$ cat config.mk
export PLATFORM = sky130hd
export DESIGN_NAME = rndkey_resp
export DESIGN_NICKNAME = d
export VERILOG_FILES = /design/src/rtl/rndkey_resp_pkg.sv /design/src/rtl/rndkey_resp_dot.sv /design/src/rtl/rndkey_resp_keygen.sv /design/src/rtl/rndkey_resp_fixup.sv /design/src/rtl/rndkey_resp.sv
export SDC_FILE = /design/constraint.sdc
export NUM_CORES = 1
export LEC_CHECK = 0
export ABC_AREA = 1
export ABC_CLOCK_PERIOD_IN_PS = 8400
export BUFFER_PORTS_ARGS = -buffer_cell sky130_fd_sc_hd__clkbuf_2
export CORE_UTILIZATION = 35
export CTS_CLUSTER_SIZE = 24
export DETAILED_ROUTE_END_ITERATION = 16
export PLACE_DENSITY = 0.54
export SETUP_SLACK_MARGIN = 0.2
export SKIP_CTS_REPAIR_TIMING = 1
export SYNTH_ARGS = -nofsm -noshare
export SYNTH_HDL_FRONTEND = slang
export SYNTH_SLANG_ARGS = --single-unit
export TNS_END_PERCENT = 5
$ cat constraint.sdc
create_clock -name clk -period 8.4 [get_ports clk]
set_clock_uncertainty 0.2 [all_clocks]
set_input_delay 0.42 -clock clk [delete_from_list [all_inputs] [get_ports clk]]
set_output_delay 0.42 -clock clk [all_outputs]
set_load 0.03 [all_outputs]
$ cat src/rtl/rndkey_resp_pkg.sv
package rndkey_resp_pkg;
  typedef enum logic {
    RK_ROTATE = 1'b0,
    RK_MIX    = 1'b1
  } rk_mode_e;

  localparam int unsigned DEF_WIDTH = 64;
endpackage

$ cat src/rtl/rndkey_resp_dot.sv
module rndkey_resp_dot #(
  parameter int unsigned W = 64
) (
  input  logic [W-1:0] vec_a,
  input  logic [W-1:0] vec_b,
  output logic         par
);
  logic [W-1:0] prod;
  logic [W:0]   acc;

  assign prod   = vec_a & vec_b;
  assign acc[0] = 1'b0;

  for (genvar i = 0; i < W; i++) begin : g_fold
    assign acc[i+1] = acc[i] ^ prod[i];
  end

  assign par = acc[W];
endmodule

$ cat src/rtl/rndkey_resp_keygen.sv
module rndkey_resp_keygen
  import rndkey_resp_pkg::*;
#(
  parameter int unsigned     W         = 64,
  parameter int unsigned     HALF      = W / 2,
  parameter logic [HALF-1:0] MIX_CONST = HALF'(32'h9E3779B7)
) (
  input  logic         clk,
  input  logic         rst,
  input  logic         load,
  input  logic [W-1:0] key_a,
  input  logic [W-1:0] key_b,
  input  logic         step,
  input  rk_mode_e     mode,
  input  logic [W-1:0] challenge,
  output logic [W-1:0] round_key,
  output logic [W-1:0] sec_key
);
  logic [W-1:0]    pri_q, sec_q;
  logic [W-1:0]    pri_rot, sec_rot;
  logic [HALF-1:0] mb, md, ma, mc, ft;
  logic [W-1:0]    mix_key;

  // rotate path: primary moves by the secondary's MSB, secondary by one
  assign pri_rot = sec_q[W-1] ? {pri_q[W-2:0], pri_q[W-1]} : pri_q;
  assign sec_rot = {sec_q[W-2:0], sec_q[W-1]};

  // one-way mixing path
  assign ma      = challenge[HALF-1:0];
  assign mc      = challenge[W-1:HALF];
  assign mb      = pri_q[HALF-1:0];
  assign md      = pri_q[W-1:HALF];
  assign ft      = (mb & md) | (~mb ^ MIX_CONST) | mb;
  assign mix_key = {ft ^ mc, ft ^ ma};

  always_comb begin
    unique case (mode)
      RK_MIX:    round_key = mix_key;
      default:   round_key = pri_rot;
    endcase
  end

  assign sec_key = sec_q;

  always_ff @(posedge clk) begin
    if (rst) begin
      pri_q <= '0;
      sec_q <= '0;
    end else if (load) begin
      pri_q <= key_a;
      sec_q <= key_b;
    end else if (step && mode == RK_ROTATE) begin
      pri_q <= pri_rot;
      sec_q <= sec_rot;
    end
  end
endmodule

$ cat src/rtl/rndkey_resp_fixup.sv
module rndkey_resp_fixup #(
  parameter int unsigned W = 64
) (
  input  logic [W-1:0] round_key,
  input  logic [W-1:0] rnd_word,
  input  logic         target,
  output logic [W-1:0] word_out,
  output logic         zero_key
);
  logic         cur_par;
  logic [W:0]   seen;
  logic [W-1:0] lowest;

  rndkey_resp_dot #(.W(W)) u_dot (
    .vec_a (rnd_word),
    .vec_b (round_key),
    .par   (cur_par)
  );

  // one-hot of the lowest set bit of the round key
  assign seen[0] = 1'b0;
  for (genvar i = 0; i < W; i++) begin : g_low
    assign lowest[i]  = round_key[i] & ~seen[i];
    assign seen[i+1]  = seen[i] | round_key[i];
  end

  assign zero_key = ~seen[W];

  always_comb begin
    if (zero_key || cur_par == target) word_out = rnd_word;
    else                               word_out = rnd_word ^ lowest;
  end
endmodule

$ cat src/rtl/rndkey_resp.sv
module rndkey_resp
  import rndkey_resp_pkg::*;
#(
  parameter int unsigned     W         = DEF_WIDTH,
  parameter int unsigned     HALF      = W / 2,
  parameter logic [HALF-1:0] MIX_CONST = HALF'(32'h9E3779B7)
) (
  input  logic         clk,
  input  logic         rst,
  input  logic         load,
  input  logic [W-1:0] key_a,
  input  logic [W-1:0] key_b,
  input  logic         mode,
  input  logic         go,
  input  logic [W-1:0] challenge,
  input  logic [W-1:0] rnd_word,
  input  logic         noise,
  output logic         resp_valid,
  output logic [W-1:0] resp_word,
  output logic         resp_err
);
  logic         step;
  rk_mode_e     mode_e;
  logic [W-1:0] rk_next, sec_now;

  logic         run_q;
  logic [W-1:0] rk_q, chal_q, tkey_q, rnd_q;
  logic         noise_q;

  logic         tgt_dot, target;
  logic [W-1:0] fixed_word;
  logic         zero_key;

  assign step   = go & ~load;
  assign mode_e = rk_mode_e'(mode);

  rndkey_resp_keygen #(.W(W), .HALF(HALF), .MIX_CONST(MIX_CONST)) u_keygen (
    .clk       (clk),
    .rst       (rst),
    .load      (load),
    .key_a     (key_a),
    .key_b     (key_b),
    .step      (step),
    .mode      (mode_e),
    .challenge (challenge),
    .round_key (rk_next),
    .sec_key   (sec_now)
  );

  // stage 1: round key and operands
  always_ff @(posedge clk) begin
    if (rst) begin
      run_q   <= 1'b0;
      rk_q    <= '0;
      chal_q  <= '0;
      tkey_q  <= '0;
      rnd_q   <= '0;
      noise_q <= 1'b0;
    end else begin
      run_q <= step;
      if (step) begin
        rk_q    <= rk_next;
        chal_q  <= challenge;
        tkey_q  <= sec_now;
        rnd_q   <= rnd_word;
        noise_q <= noise;
      end
    end
  end

  rndkey_resp_dot #(.W(W)) u_tgt (
    .vec_a (chal_q),
    .vec_b (tkey_q),
    .par   (tgt_dot)
  );
  assign target = tgt_dot ^ noise_q;

  rndkey_resp_fixup #(.W(W)) u_fix (
    .round_key (rk_q),
    .rnd_word  (rnd_q),
    .target    (target),
    .word_out  (fixed_word),
    .zero_key  (zero_key)
  );

  // stage 2: registered outputs
  always_ff @(posedge clk) begin
    if (rst) begin
      resp_valid <= 1'b0;
      resp_word  <= '0;
      resp_err   <= 1'b0;
    end else begin
      resp_valid <= run_q;
      if (run_q) begin
        resp_word <= fixed_word;
        resp_err  <= zero_key;
      end else begin
        resp_err  <= 1'b0;
      end
    end
  end
endmodule

* After elaboration in Yosys (flattened, before gate mapping)
Cells that the tools add are included.
** Storage, ports and cells
- Output and inout port bits :: 66
- Logic and storage cells :: 354
- Input bits :: 262
- Bits in registers :: 452
** Cells by class
- Bitwise operators :: 331
- Reductions and logical operators :: 4
- Mux-type cells :: 7
- Equal/unequal tests :: 1
** Operators by type and width (number)
- $mux 64 :: 7
- $and 64x64->64 :: 2
- $xor 1x1->1 :: 127
- $not 1->1 :: 67
- $and 1x1->1 :: 64
- $or 32x32->32 :: 2
- $xor 32x32->32 :: 2
- $xor 64x64->64 :: 1
- $or 1x1->1 :: 63
- $and 32x32->32 :: 1
- $not 32->32 :: 1
- $not 21->21 :: 1
- $reduce_bool 2->1 :: 1
- $reduce_or 2->1 :: 1
- $eq 1x1->1 :: 1
- $logic_and 1x1->1 :: 1
- $logic_or 1x1->1 :: 1

* Logic depth before layout (Yosys ltp)
- Depth after elaboration :: 68
- Mapped depth :: 39
- Gate-level depth less buffers :: 37

* Hierarchy
From an unflattened synthesis, not the netlist that was laid out.
** Second synthesis, totals
- Cells, all modules :: 4374
- Area, all modules :: 26192.6 um^2
** Modules (own cells, without submodules)
- rndkey_resp :: cells an instance 1944, seq. area each 6486.2 um^2, area an instance 13166.4 um^2, times used 1
- rndkey_resp_keygen :: cells an instance 1377, seq. area each 2562.5 um^2, area an instance 7985.2 um^2, times used 1
- rndkey_resp_dot :: cells an instance 300, seq. area each 0.0 um^2, area an instance 1303.8 um^2, times used 2
- rndkey_resp_fixup :: cells an instance 453, seq. area each 0.0 um^2, area an instance 2433.6 um^2, times used 1

* Worst setup path before layout
No wires, ideal clock.
- Kind :: reg2reg
- From :: register rk_q[0]
- To :: register resp_word[10]
- Data arrival time :: 4296 ps
- Setup time :: 109 ps
- Buffers on the path :: 2
- Required time :: 8091 ps
- Path slack :: 3795 ps
- Cell stages (with the launch flop) :: 39
- Path through :: dfxtp_1 nor2_2 nand4_1 nor2_2 nand4_2 nor2_2 nand4_2 nor2_2 nand4_2 nor2_2 nand4_2 nor2_2 nand4_2 nor2_2 nand4_2 nor2_2 nand4_2 nor2_2 [... 3 more ...] nor2_2 nand4_1 nor2_2 nand4_2 nor2_2 nand4_2 nor2_2 nand4_2 nor2_4 nand4_2 nor2_2 nand3_2 buf_6 buf_6 nand4_1 nand3_1 nand2_1 inv_1
** Between the ends
- Cells in the longest elaborated chain, start to end :: 67
- Elaborated cells on any way between the ends :: 134
- Classes of those cells :: eq/ne (1); mux (1); bitwise (131); reduce/logical (1)
** Ends and longest elaborated chain
- from (decl) :: line rndkey_resp.sv:27 : logic [W-1:0] rk_q, chal_q, tkey_q, rnd_q;
- from (signal assigned) :: line rndkey_resp.sv:62 : rk_q <= rk_next;
- $and 64x64->64 :: line rndkey_resp_dot.sv:11 : assign prod = vec_a & vec_b;
- $xor 1x1->1 (63 in series) :: line rndkey_resp_dot.sv:15 : assign acc[i+1] = acc[i] ^ prod[i];
- $eq 1x1->1 :: line rndkey_resp_fixup.sv:30 : if (zero_key || cur_par == target) word_out = rnd_word;
- $logic_or 1x1->1 :: line rndkey_resp_fixup.sv:30
- $mux 64 (*) :: line rndkey_resp_fixup.sv:30
- to (signal assigned) :: line rndkey_resp.sv:95 : resp_word <= fixed_word;
- to (decl) :: line rndkey_resp.sv:19 : output logic [W-1:0] resp_word,
Mark *: on every way between the ends. The rest lies on a longest branch, timed or not.
A chain may end at the register's enable or synchronous reset.

* Final worst setup path
- From :: register rk_q[0]
- To :: register resp_word[51]
Same word-level chain as after synthesis.

==> flow_summary.ini <==
[final_layout]
fillers = 6301
layout_commonest_cell = nand2_1
regArea_mm2 = 0.00905
area_growth_pct = 25.0
final_cell_mix = nand2_1 (634), dfxtp_1 (450), nor2_1 (343)
multi_input_area_mm2 = 0.0106
nets = 3695
utilization = 0.446
drive_above_1_share = 0.136
final_area_mm2 = 0.0271

[clock_tree]
cts_tree = done
clock-sinks = 452
numCtsBuffers = 51
clockBufferDepth = 3
root_buffer = clkbuf_16
clk_latency_ns = 0.62
clk_pin_slew_worst_paths_ns = 0.06
htreeDepth = 2

[placement]
hpwl_um = 56200
placed_area_mm2 = 0.0237
portBuffers = 327
place.gp.congestion = 0.871
dp_slack_ns = 2.04

[logic_synthesis]
syn_nets = 3321
ys_warn_count = 0
synth_top_area_frac = 0.417
synthDistinctLibCells = 36
synthFlopType = dfxtp_1
synth_area_leaders = dfxtp_1 (42%), nand2_1 (11%), nor2_1 (6.0%), o21ai_0 (5.6%), inv_1 (5.5%)
netlist_area_mm2 = 0.0217
synth_edf_count = 0
ys_seq_elements = 452
synth_top_area_cell = dfxtp_1
yosysSeqAreaShare = 0.417
synthArstFlopShare = 0
synth_cells = 3058
syn_avg_cell_area_um2 = 7.10

[timing]
setup_viol_count_final = 0
slew_viol_final = 0
finalHoldViolations = 22
fin_crit_sh = 0.746
whs_ns = -0.0568
tightest_slew_ns = 1.12
fin_setup_tns_ns = 0
worst_slack_ns = 2.13
maxSlewHeadroom = 0.251
period_minus_slack_ns = 6.27
fmax_mhz = 159
rsz0062_at_grt = false

[setup_path]
timing.rr.end = resp_word[51]
cpPeakStageDelay_ns = 0.75
r2r_start = rk_q[0]
path_class = flop to flop
cp_max_fo = 91
cp.arrival_ns = 6.56
start_kind = flop
crit_path_end_kind = flop
crit_start = rk_q[0]
reg2reg_setup_slack_ns = 2.13
cp_common_cell = nor2_2
critPathRequiredTime_ns = 8.69
worst_path_max_delay_cell = nand3_4
reg2reg_depth = 37

[run]
cap_violations = 0

[global_routing]
grt_use_total = 0.247
use_met2 = 0.384
met1_usage = 0.344
grt_overflow = 0
met3_usage = 0.0504
busiest_layer = met2
grt_pass1_vias = 19204
grt_max_degree = 187
grt_pass1_wl_um = 119000
antenna_found_initial = 4

[die]
fp-row-count = 90
die_w_um = 251
die_area_mm2 = 0.0630
die_h_um = 251
coreArea_mm2 = 0.0608
initial_core_util = 0.357
io_pins = 328

[pwr]
leakagePower_nw = 11.4
ir_drop_v = 0.000332
p_int_mw = 3.87
seq_power_share = 0.422
clock_power_share = 0.393
switching_share = 0.314
switchingPower_mw = 1.77
power_density_mw_per_mm2 = 208
total_power_mw = 5.64
p_comb_frac = 0.185

[drt]
drc = 0
drt-pass1-iter-count = 5
vias_per_cell = 5.02
wirelength_um = 81000
ant_nets = 0
vias = 21347
wire_per_inst_um = 19.1
dr.first_iter.drc_count = 1893

[worst_hold_path]
hold_end = chal_q[47]
min_path_cells = 3
hold_start = challenge[47]
hold_path_class = input pin to flop

[outcome]
violations = hold timing
status = finished, violations left
==> cell usage after synthesis (11+ instances only) <==
library cell  count
a2bb2oi_1        15
a211oi_1         16
xnor2_1          89
a221oi_1         11
nor2_1          346
o211ai_1         40
a22o_1           37
xor2_1           47
nand2_1         635
a31oi_1          54
o21ai_0         242
nand4_2          13
buf_1            18
o221ai_1         38
clkbuf_1        178
inv_1           316
dfxtp_1         452
nor2_2           15
nor3_1           17
mux2i_1          18
nand3_1         202
nand4_1          60
a21oi_1         164
==> area by class of cell <==
type,count,area share
Antenna cell,1,0.0000922
Tap cell,782,0.0360
Multi-Input combinational cell,2078,0.392
Clock buffer,78,0.0552
Clock inverter,11,0.00452
Timing Repair Buffer,528,0.134
Inverter,321,0.0447
Sequential cell,452,0.334
==> registers in the layout, summed over array words and instances (netlist names) <==
register          count
tkey_q               64
resp_err              1
rnd_q                64
u_keygen.sec_key     64
run_q                 1
chal_q               64
resp_word            64
rk_q                 64
u_keygen.pri_q       64
noise_q               1
resp_valid            1
==> power by group through the flow <==
stage	Clock, mW	Combinational [mW]	Sequential (mW)
2_1_floorplan	0	0.647	2.41
3_3_place_gp	0	0.971	2.43
3_5_place_dp	0	0.975	2.43
4_1_cts	2.27	0.979	2.38
5_1_grt	2.35	1.15	2.40
6_report	2.22	1.04	2.38
==> how the worst max path moves through the flow <==
stage                    endpoint  slack, ns  cells past startpoint
finish              resp_word[51]       2.13                     37
global route        resp_word[51]       1.35                     37
CTS                 resp_word[51]       2.03                     37
detailed placement  resp_word[51]       2.04                     37
global placement    resp_word[53]       2.15                     37
floorplan           resp_word[10]       3.80                     38
==> stage by stage <==
stage,hold slack (ns),cells
6_report,-0.0568,4251
3_3_place_gp,0.256,3982
3_5_place_dp,0.250,3982
5_1_grt,-0.00539,4251
2_1_floorplan,0.236,3058
4_1_cts,-0.179,4071
==> critical path, delay by kind of cell, from the launching register on <==
family | cells | cell delay, ns
buffers and inverters | 2 | 0.58
flip-flops | 1 | 0.34
AND/OR/NAND/NOR | 35 | 5.04
==> per-layer routing <==
| metal | vias up | wire, um | share of wire |
|---|---|---|---|
| met3 | 103 | 4960 | 0.061 |
| met2 | 613 | 35900 | 0.44 |
| met5 | - | 34 | 0.00042 |
| met1 | 9811 | 38000 | 0.47 |
| met4 | 6 | 2140 | 0.026 |
| li1 | 10814 | - | - |
==> kinds of logic (layout without fill, tap and decap cells) <==
logic type | after synthesis | in the layout | share of synthesized area
muxes | 18 | 18 | 0.00830
xor gates and xnor gates | 136 | 136 | 0.0549
DFF | 452 | 452 | 0.417
and+or+nand+nor | 1298 | 1298 | 0.252
AOI/OAI and AO/OA | 625 | 625 | 0.172
other | 0 | 1 | 0
buffers and inverters | 528 | 938 | 0.0948
adders and majority gates | 1 | 1 | 0.000576
(Power assumes the default switching activity.)
